--- src/rtl/sfr_pkg.sv ---
package sfr_pkg;

   typedef struct packed {
      logic       is_data;
      logic [3:0] value;
   } sym_dec_t;

   function automatic sym_dec_t decode_5b(input logic [4:0] code);
      sym_dec_t d;
      d.is_data = 1'b1;
      d.value   = 4'd0;
      case (code)
         5'b11110: d.value = 4'h0;
         5'b01001: d.value = 4'h1;
         5'b10100: d.value = 4'h2;
         5'b10101: d.value = 4'h3;
         5'b01010: d.value = 4'h4;
         5'b01011: d.value = 4'h5;
         5'b01110: d.value = 4'h6;
         5'b01111: d.value = 4'h7;
         5'b10010: d.value = 4'h8;
         5'b10011: d.value = 4'h9;
         5'b10110: d.value = 4'hA;
         5'b10111: d.value = 4'hB;
         5'b11010: d.value = 4'hC;
         5'b11011: d.value = 4'hD;
         5'b11100: d.value = 4'hE;
         5'b11101: d.value = 4'hF;
         default:  d.is_data = 1'b0;
      endcase
      return d;
   endfunction

endpackage

--- src/rtl/sfr_line_stage.sv ---
module sfr_line_stage #(
   parameter bit LINE_CODE_EN = 1'b1
) (
   input  logic clk,
   input  logic rst,
   input  logic bit_en,
   input  logic line_bit,
   input  logic loop_bit,
   input  logic loop_sel,
   input  logic nrz_bypass,
   output logic nrz_bit
);
   logic src_bit;
   assign src_bit = loop_sel ? loop_bit : line_bit;

   generate
      if (LINE_CODE_EN) begin : g_nrzi
         logic prev_q;
         always_ff @(posedge clk) begin
            if (rst)         prev_q <= 1'b0;
            else if (bit_en) prev_q <= src_bit;
         end
         assign nrz_bit = nrz_bypass ? src_bit : (src_bit ^ prev_q);
      end else begin : g_plain
         logic unused_mode;
         assign unused_mode = nrz_bypass & bit_en & clk & rst;
         assign nrz_bit = src_bit;
      end
   endgenerate
endmodule

--- src/rtl/sfr_window.sv ---
module sfr_window #(
   parameter int W = 10
) (
   input  logic         clk,
   input  logic         rst,
   input  logic         shift_en,
   input  logic         din,
   output logic [W-1:0] win_q,
   output logic         fresh_q
);
   always_ff @(posedge clk) begin
      if (rst) begin
         win_q   <= '0;
         fresh_q <= 1'b0;
      end else begin
         fresh_q <= shift_en;
         if (shift_en) win_q <= {win_q[W-2:0], din};
      end
   end
endmodule

--- src/rtl/sfr_framer.sv ---
module sfr_framer #(
   parameter int                 SYM_W  = 5,
   parameter logic [2*SYM_W-1:0] PAT_SF = 10'b11000_10001,
   parameter logic [2*SYM_W-1:0] PAT_HH = 10'b00100_00100,
   parameter logic [2*SYM_W-1:0] PAT_HQ = 10'b00100_00000
) (
   input  logic               clk,
   input  logic               rst,
   input  logic               fresh,
   input  logic [2*SYM_W-1:0] win,
   output logic               sym_stb,
   output logic               pair_stb,
   output logic               aligned,
   output logic               sof,
   output logic               hh,
   output logic               hq,
   output logic [SYM_W-1:0]   code
);
   localparam int PAIR_W = 2 * SYM_W;
   localparam int CNT_W  = $clog2(PAIR_W);

   logic [CNT_W-1:0] phase_q;
   logic hit_sf, hit_hh, hit_hq, hit_any;

   assign hit_sf  = (win == PAT_SF);
   assign hit_hh  = (win == PAT_HH);
   assign hit_hq  = (win == PAT_HQ);
   assign hit_any = hit_sf | hit_hh | hit_hq;

   always_ff @(posedge clk) begin
      if (rst) begin
         phase_q  <= '0;
         aligned  <= 1'b0;
         sym_stb  <= 1'b0;
         pair_stb <= 1'b0;
         sof      <= 1'b0;
         hh       <= 1'b0;
         hq       <= 1'b0;
         code     <= '0;
      end else begin
         sym_stb  <= 1'b0;
         pair_stb <= 1'b0;
         sof      <= 1'b0;
         hh       <= 1'b0;
         hq       <= 1'b0;
         if (fresh) begin
            sof <= hit_sf;
            hh  <= hit_hh;
            hq  <= hit_hq;
            if (hit_any) begin
               aligned  <= 1'b1;
               phase_q  <= '0;
               sym_stb  <= 1'b1;
               pair_stb <= 1'b1;
               code     <= win[SYM_W-1:0];
            end else if (aligned) begin
               if (phase_q == CNT_W'(PAIR_W - 1)) begin
                  phase_q  <= '0;
                  sym_stb  <= 1'b1;
                  pair_stb <= 1'b1;
                  code     <= win[SYM_W-1:0];
               end else begin
                  phase_q <= phase_q + 1'b1;
                  if (phase_q == CNT_W'(SYM_W - 1)) begin
                     sym_stb <= 1'b1;
                     code    <= win[SYM_W-1:0];
                  end
               end
            end
         end
      end
   end
endmodule

--- src/rtl/sym_frame_rx.sv ---
module sym_frame_rx #(
   parameter int SYM_W        = 5,
   parameter bit LINE_CODE_EN = 1'b1
) (
   input  logic             clk,
   input  logic             rst,
   input  logic             bit_en,
   input  logic             line_bit,
   input  logic             loop_bit,
   input  logic             loop_sel,
   input  logic             nrz_bypass,
   output logic             sym_valid,
   output logic             pair_strobe,
   output logic [SYM_W-1:0] sym_code,
   output logic [SYM_W-2:0] sym_data,
   output logic             sym_is_data,
   output logic             sym_ctrl,
   output logic             aligned,
   output logic             sof_pulse,
   output logic             hh_pulse,
   output logic             hq_pulse
);
   import sfr_pkg::*;

   localparam int PAIR_W = 2 * SYM_W;
   localparam int DATA_W = SYM_W - 1;

   if (SYM_W != 5) begin : g_bad_width
      $error("sym_frame_rx: the 4B/5B decode needs SYM_W == 5");
   end

   logic              nrz_bit;
   logic [PAIR_W-1:0] win;
   logic              fresh;
   sym_dec_t          dec;

   sfr_line_stage #(.LINE_CODE_EN(LINE_CODE_EN)) u_line (
      .clk(clk), .rst(rst), .bit_en(bit_en), .line_bit(line_bit),
      .loop_bit(loop_bit), .loop_sel(loop_sel), .nrz_bypass(nrz_bypass),
      .nrz_bit(nrz_bit)
   );

   sfr_window #(.W(PAIR_W)) u_win (
      .clk(clk), .rst(rst), .shift_en(bit_en), .din(nrz_bit),
      .win_q(win), .fresh_q(fresh)
   );

   sfr_framer #(.SYM_W(SYM_W)) u_frm (
      .clk(clk), .rst(rst), .fresh(fresh), .win(win),
      .sym_stb(sym_valid), .pair_stb(pair_strobe), .aligned(aligned),
      .sof(sof_pulse), .hh(hh_pulse), .hq(hq_pulse), .code(sym_code)
   );

   assign dec         = decode_5b(sym_code);
   assign sym_data    = dec.is_data ? DATA_W'(dec.value) : '0;
   assign sym_is_data = sym_valid & dec.is_data;
   assign sym_ctrl    = sym_valid & ~dec.is_data;
endmodule

--- config.mk ---
export PLATFORM = sky130hd
export DESIGN_NAME = sym_frame_rx
export DESIGN_NICKNAME = d
export VERILOG_FILES = /design/src/rtl/sfr_pkg.sv /design/src/rtl/sfr_line_stage.sv /design/src/rtl/sfr_window.sv /design/src/rtl/sfr_framer.sv /design/src/rtl/sym_frame_rx.sv
export SDC_FILE = /design/constraint.sdc
export NUM_CORES = 1
export LEC_CHECK = 0
export ABC_AREA = 1
export BUFFER_PORTS_ARGS = -buffer_cell sky130_fd_sc_hd__buf_2
export CAP_MARGIN = 15
export CORE_UTILIZATION = 45
export DETAILED_ROUTE_END_ITERATION = 10
export PLACE_DENSITY = 0.67
export REMOVE_ABC_BUFFERS = 1
export SLEW_MARGIN = 5
export SYNTH_ARGS = -nofsm -noshare
export SYNTH_HDL_FRONTEND = slang
export SYNTH_SLANG_ARGS = --single-unit
--- constraint.sdc ---
create_clock -name clk -period 2.2 [get_ports clk]
set_clock_uncertainty 0.15 [all_clocks]
set_input_delay 0.22 -clock clk [delete_from_list [all_inputs] [get_ports clk]]
set_output_delay 0.22 -clock clk [all_outputs]
set_load 0.02 [all_outputs]
==> flow_summary.toml <==
[clock_tree]
cts_tree = "done"
cts_buffers = 3
cts.sinks = 27
holdBufCountCts = 1
htreeDepth = 1
cts.repair.resized = 0
clock_latency_ps = 330
clk_path_buf_depth = 2
clkTransAtPathRegs_ps = 150
postCtsSetupRepairBufs = 0
cts.root.buffer_cell = "clkbuf_4"

[outcome]
outcome = "complete, no violations"

[logic_synthesis]
ys_ff_latch = 27
synth_common_cells = "nor2_1, nand2_1, dfxtp_1"
yosys.cell_count.top_type = "nor2_1"
syn-cell-area_um2 = 1330
seq_area_frac_synth = 0.4064
synth_edf_count = 0
yosys.area.top_type = "dfxtp_1"
synth-main-ff-cell = "dfxtp_1"
ys_warn_count = 0
synthCells = 189
yosysTopAreaCellShare = 0.4064
yosys.cell_types.count = 24
synthTopCellsByArea = "dfxtp_1, nor2_1, nand2_1"
synth_area_per_cell_um2 = 7.037
async_flop_share = 0

[worst_hold_path]
hold_depth = 4
min-delay-start = "loop_bit"
holdPathEnd = "u_line.g_nrzi.prev_q$_SDFFE_PP0P_"
min_path_type = "in -> reg"

[timing]
period_share = 0.9253
max_clock_freq_ghz = 0.4912
final-hold-violation-count = 0
fin_setup_tns_ps = 0
worst_pin_slew_ps = 395.5
finalSetupViolations = 0
fin_crit_ps = 2036
maxSlewViolCount = 0
slew_headroom = 0.7359
rsz0062_at_grt = "no"

[routing]
drc = 0
wl_mm = 2.708
ant_nets = 0
drtIter0Drc = 75
vias = 1243
wl_per_cell_um = 11.10
dr.pass1.iters = 4
vias_per_cell = 5.094

[job]
maxCapViolations = 0

[final_layout]
stdcell_count = 244
nets = 224
nFillCells = 273
finish.utilization = 0.5412
antennaDiodeCount = 0
area_growth_syn_to_layout_pct = 13.17
multi_input_area_um2 = 654.4
ff_latch_area_um2 = 540.5
drive_gt1_frac = 0.2207

[setup_path]
setup.worst_path.end_class = "output port"
critPathRequiredTime_ps = 1830
path_class = "reg -> out"
start_kind = "flop"
worstRegToRegCells = 10
path_max_fanout = 6
cp_slowest_cell = "dfxtp_1"
crit_family = "simple AND/OR/NAND/NOR gates"
cp_slowest_stage_delay_ps = 450
worstPathBufferInverterCount = 2
r2r_end = "u_frm.code[0]$_SDFFE_PP0P_"
cp_cell_sequence = "inv_1 > nand3_1 > nand3_1 > nor2_1 > nand2_1 > nor2_1 > buf_2"
critPathArrivalTime_ps = 1670
rr_startpoint = "u_frm.phase_q[1]$_SDFFE_PP0P_"
r2r_slack_ps = 620

[global_routing]
antenna_found_initial = 0
grt_max_degree = 23
grtUsageTotal = 0.1718
grt_pass1_vias = 1080
grt.overflow.total = 0
grt_first_pass_wirelength_mm = 4.402

[place]
portBuffers = 23
gp_congestion = 0.7936
hpwl_mm = 2.021
placed_cells = 239

[floorplanning]
start_util = 0.4782
dieArea_um2 = 3177
rows = 19
die_x_um = 56.37
core_um2 = 2781
io_pins = 24
die_y_um = 56.37

[pwr]
p_leak_nw = 0.7402
finalPower_mw = 0.8317
powerDensity_nw_per_um2 = 552.6
peakVddDrop_mv = 0.3342
## sequential cells by signal, summed over array words and instances, names as in the netlist
signal,flops
u_line.g_nrzi.prev_q,1
u_frm.sof,1
u_frm.pair_stb,1
u_frm.aligned,1
u_frm.hh,1
u_frm.code,5
u_frm.phase_q,4
u_frm.sym_stb,1
u_win.win_q,10
u_frm.hq,1
u_win.fresh_q,1
## worst reg2reg max path, cell delays in order (launching register included)
cell and delay [ps]:
dfxtp_1 410, inv_1 100, ha_1 190, nand2_2 130
nand2_2 60, nand2_2 70, nand3_4 100, nand2_2 70
inv_2 60, nor2_1 100, nor2_1 50
## layout make-up
type | count | share of cell area
multi-input cells | 128 | 0.4347
well taps | 31 | 0.02577
clock buffers | 3 | 0.01496
flip-flops and latches | 27 | 0.3591
repair buffers | 25 | 0.08811
inverters | 29 | 0.07232
clock inverters | 1 | 0.004988
## power by group
group          internal, mW  leakage, nW  switching, mW
Combinational        0.0307        0.506         0.0543
Clock                0.0696       0.0139          0.155
Sequential            0.506        0.220         0.0159
## placed cells by master, fill, tap and decap left out, drive strengths merged, types with 2 or more instances in the layout
cell type / count
nand3: 20
inv: 29
o21bai: 2
clkbuf: 3
nand4: 2
nor3: 3
nand2: 35
ha: 3
o21ai: 12
a21oi: 14
dfxtp: 27
nor2: 33
buf: 24
## layer usage
layer  vias up  global-route usage  share of wire
met5         -                   0              0
met4         0             0.07317          0.015
met3         7             0.02535          0.034
met2        29              0.2891           0.47
met1       557              0.2188           0.48
li1        650                   -              -
## worst max-delay path by stage
| stage | start | endpoint | slack (ps) | cells past startpoint |
|---|---|---|---|---|
| after global routing | u_frm.code[1]$_SDFFE_PP0P_ | sym_data[0] | 100 | 5 |
| after CTS | u_frm.code[1]$_SDFFE_PP0P_ | sym_ctrl | 200 | 7 |
| final | u_frm.code[1]$_SDFFE_PP0P_ | sym_ctrl | 160 | 7 |
| after detailed placement | u_frm.code[1]$_SDFFE_PP0P_ | sym_ctrl | 600 | 7 |
| after floorplan | u_frm.code[1]$_SDFFE_PP0P_ | sym_ctrl | 520 | 6 |
| after global placement | u_frm.code[1]$_SDFFE_PP0P_ | sym_ctrl | 650 | 7 |
## cell families after synthesis
logic type / synth area share
simple gates: 0.3340
buf+inv: 0.1016
compound gates: 0.1148
flops: 0.4064
fa+ha+maj: 0.02823
xor+xnor: 0.006586
mux: 0.008466
## per-stage QoR
stage | hold WS (ps) | instance area, µm² | worst slack, ps
5_1_grt | 124.6 | 1505 | 102.4
4_1_cts | 100.8 | 1505 | 202.4
3_5_place_dp | 297.9 | 1465 | 604.3
3_3_place_gp | 287.1 | 1465 | 649.2
2_1_floorplan | 139.1 | 1304 | 523.5
6_report | 105.6 | 1505 | 164.3
Note: power is estimated with default switching activity, not from simulation.
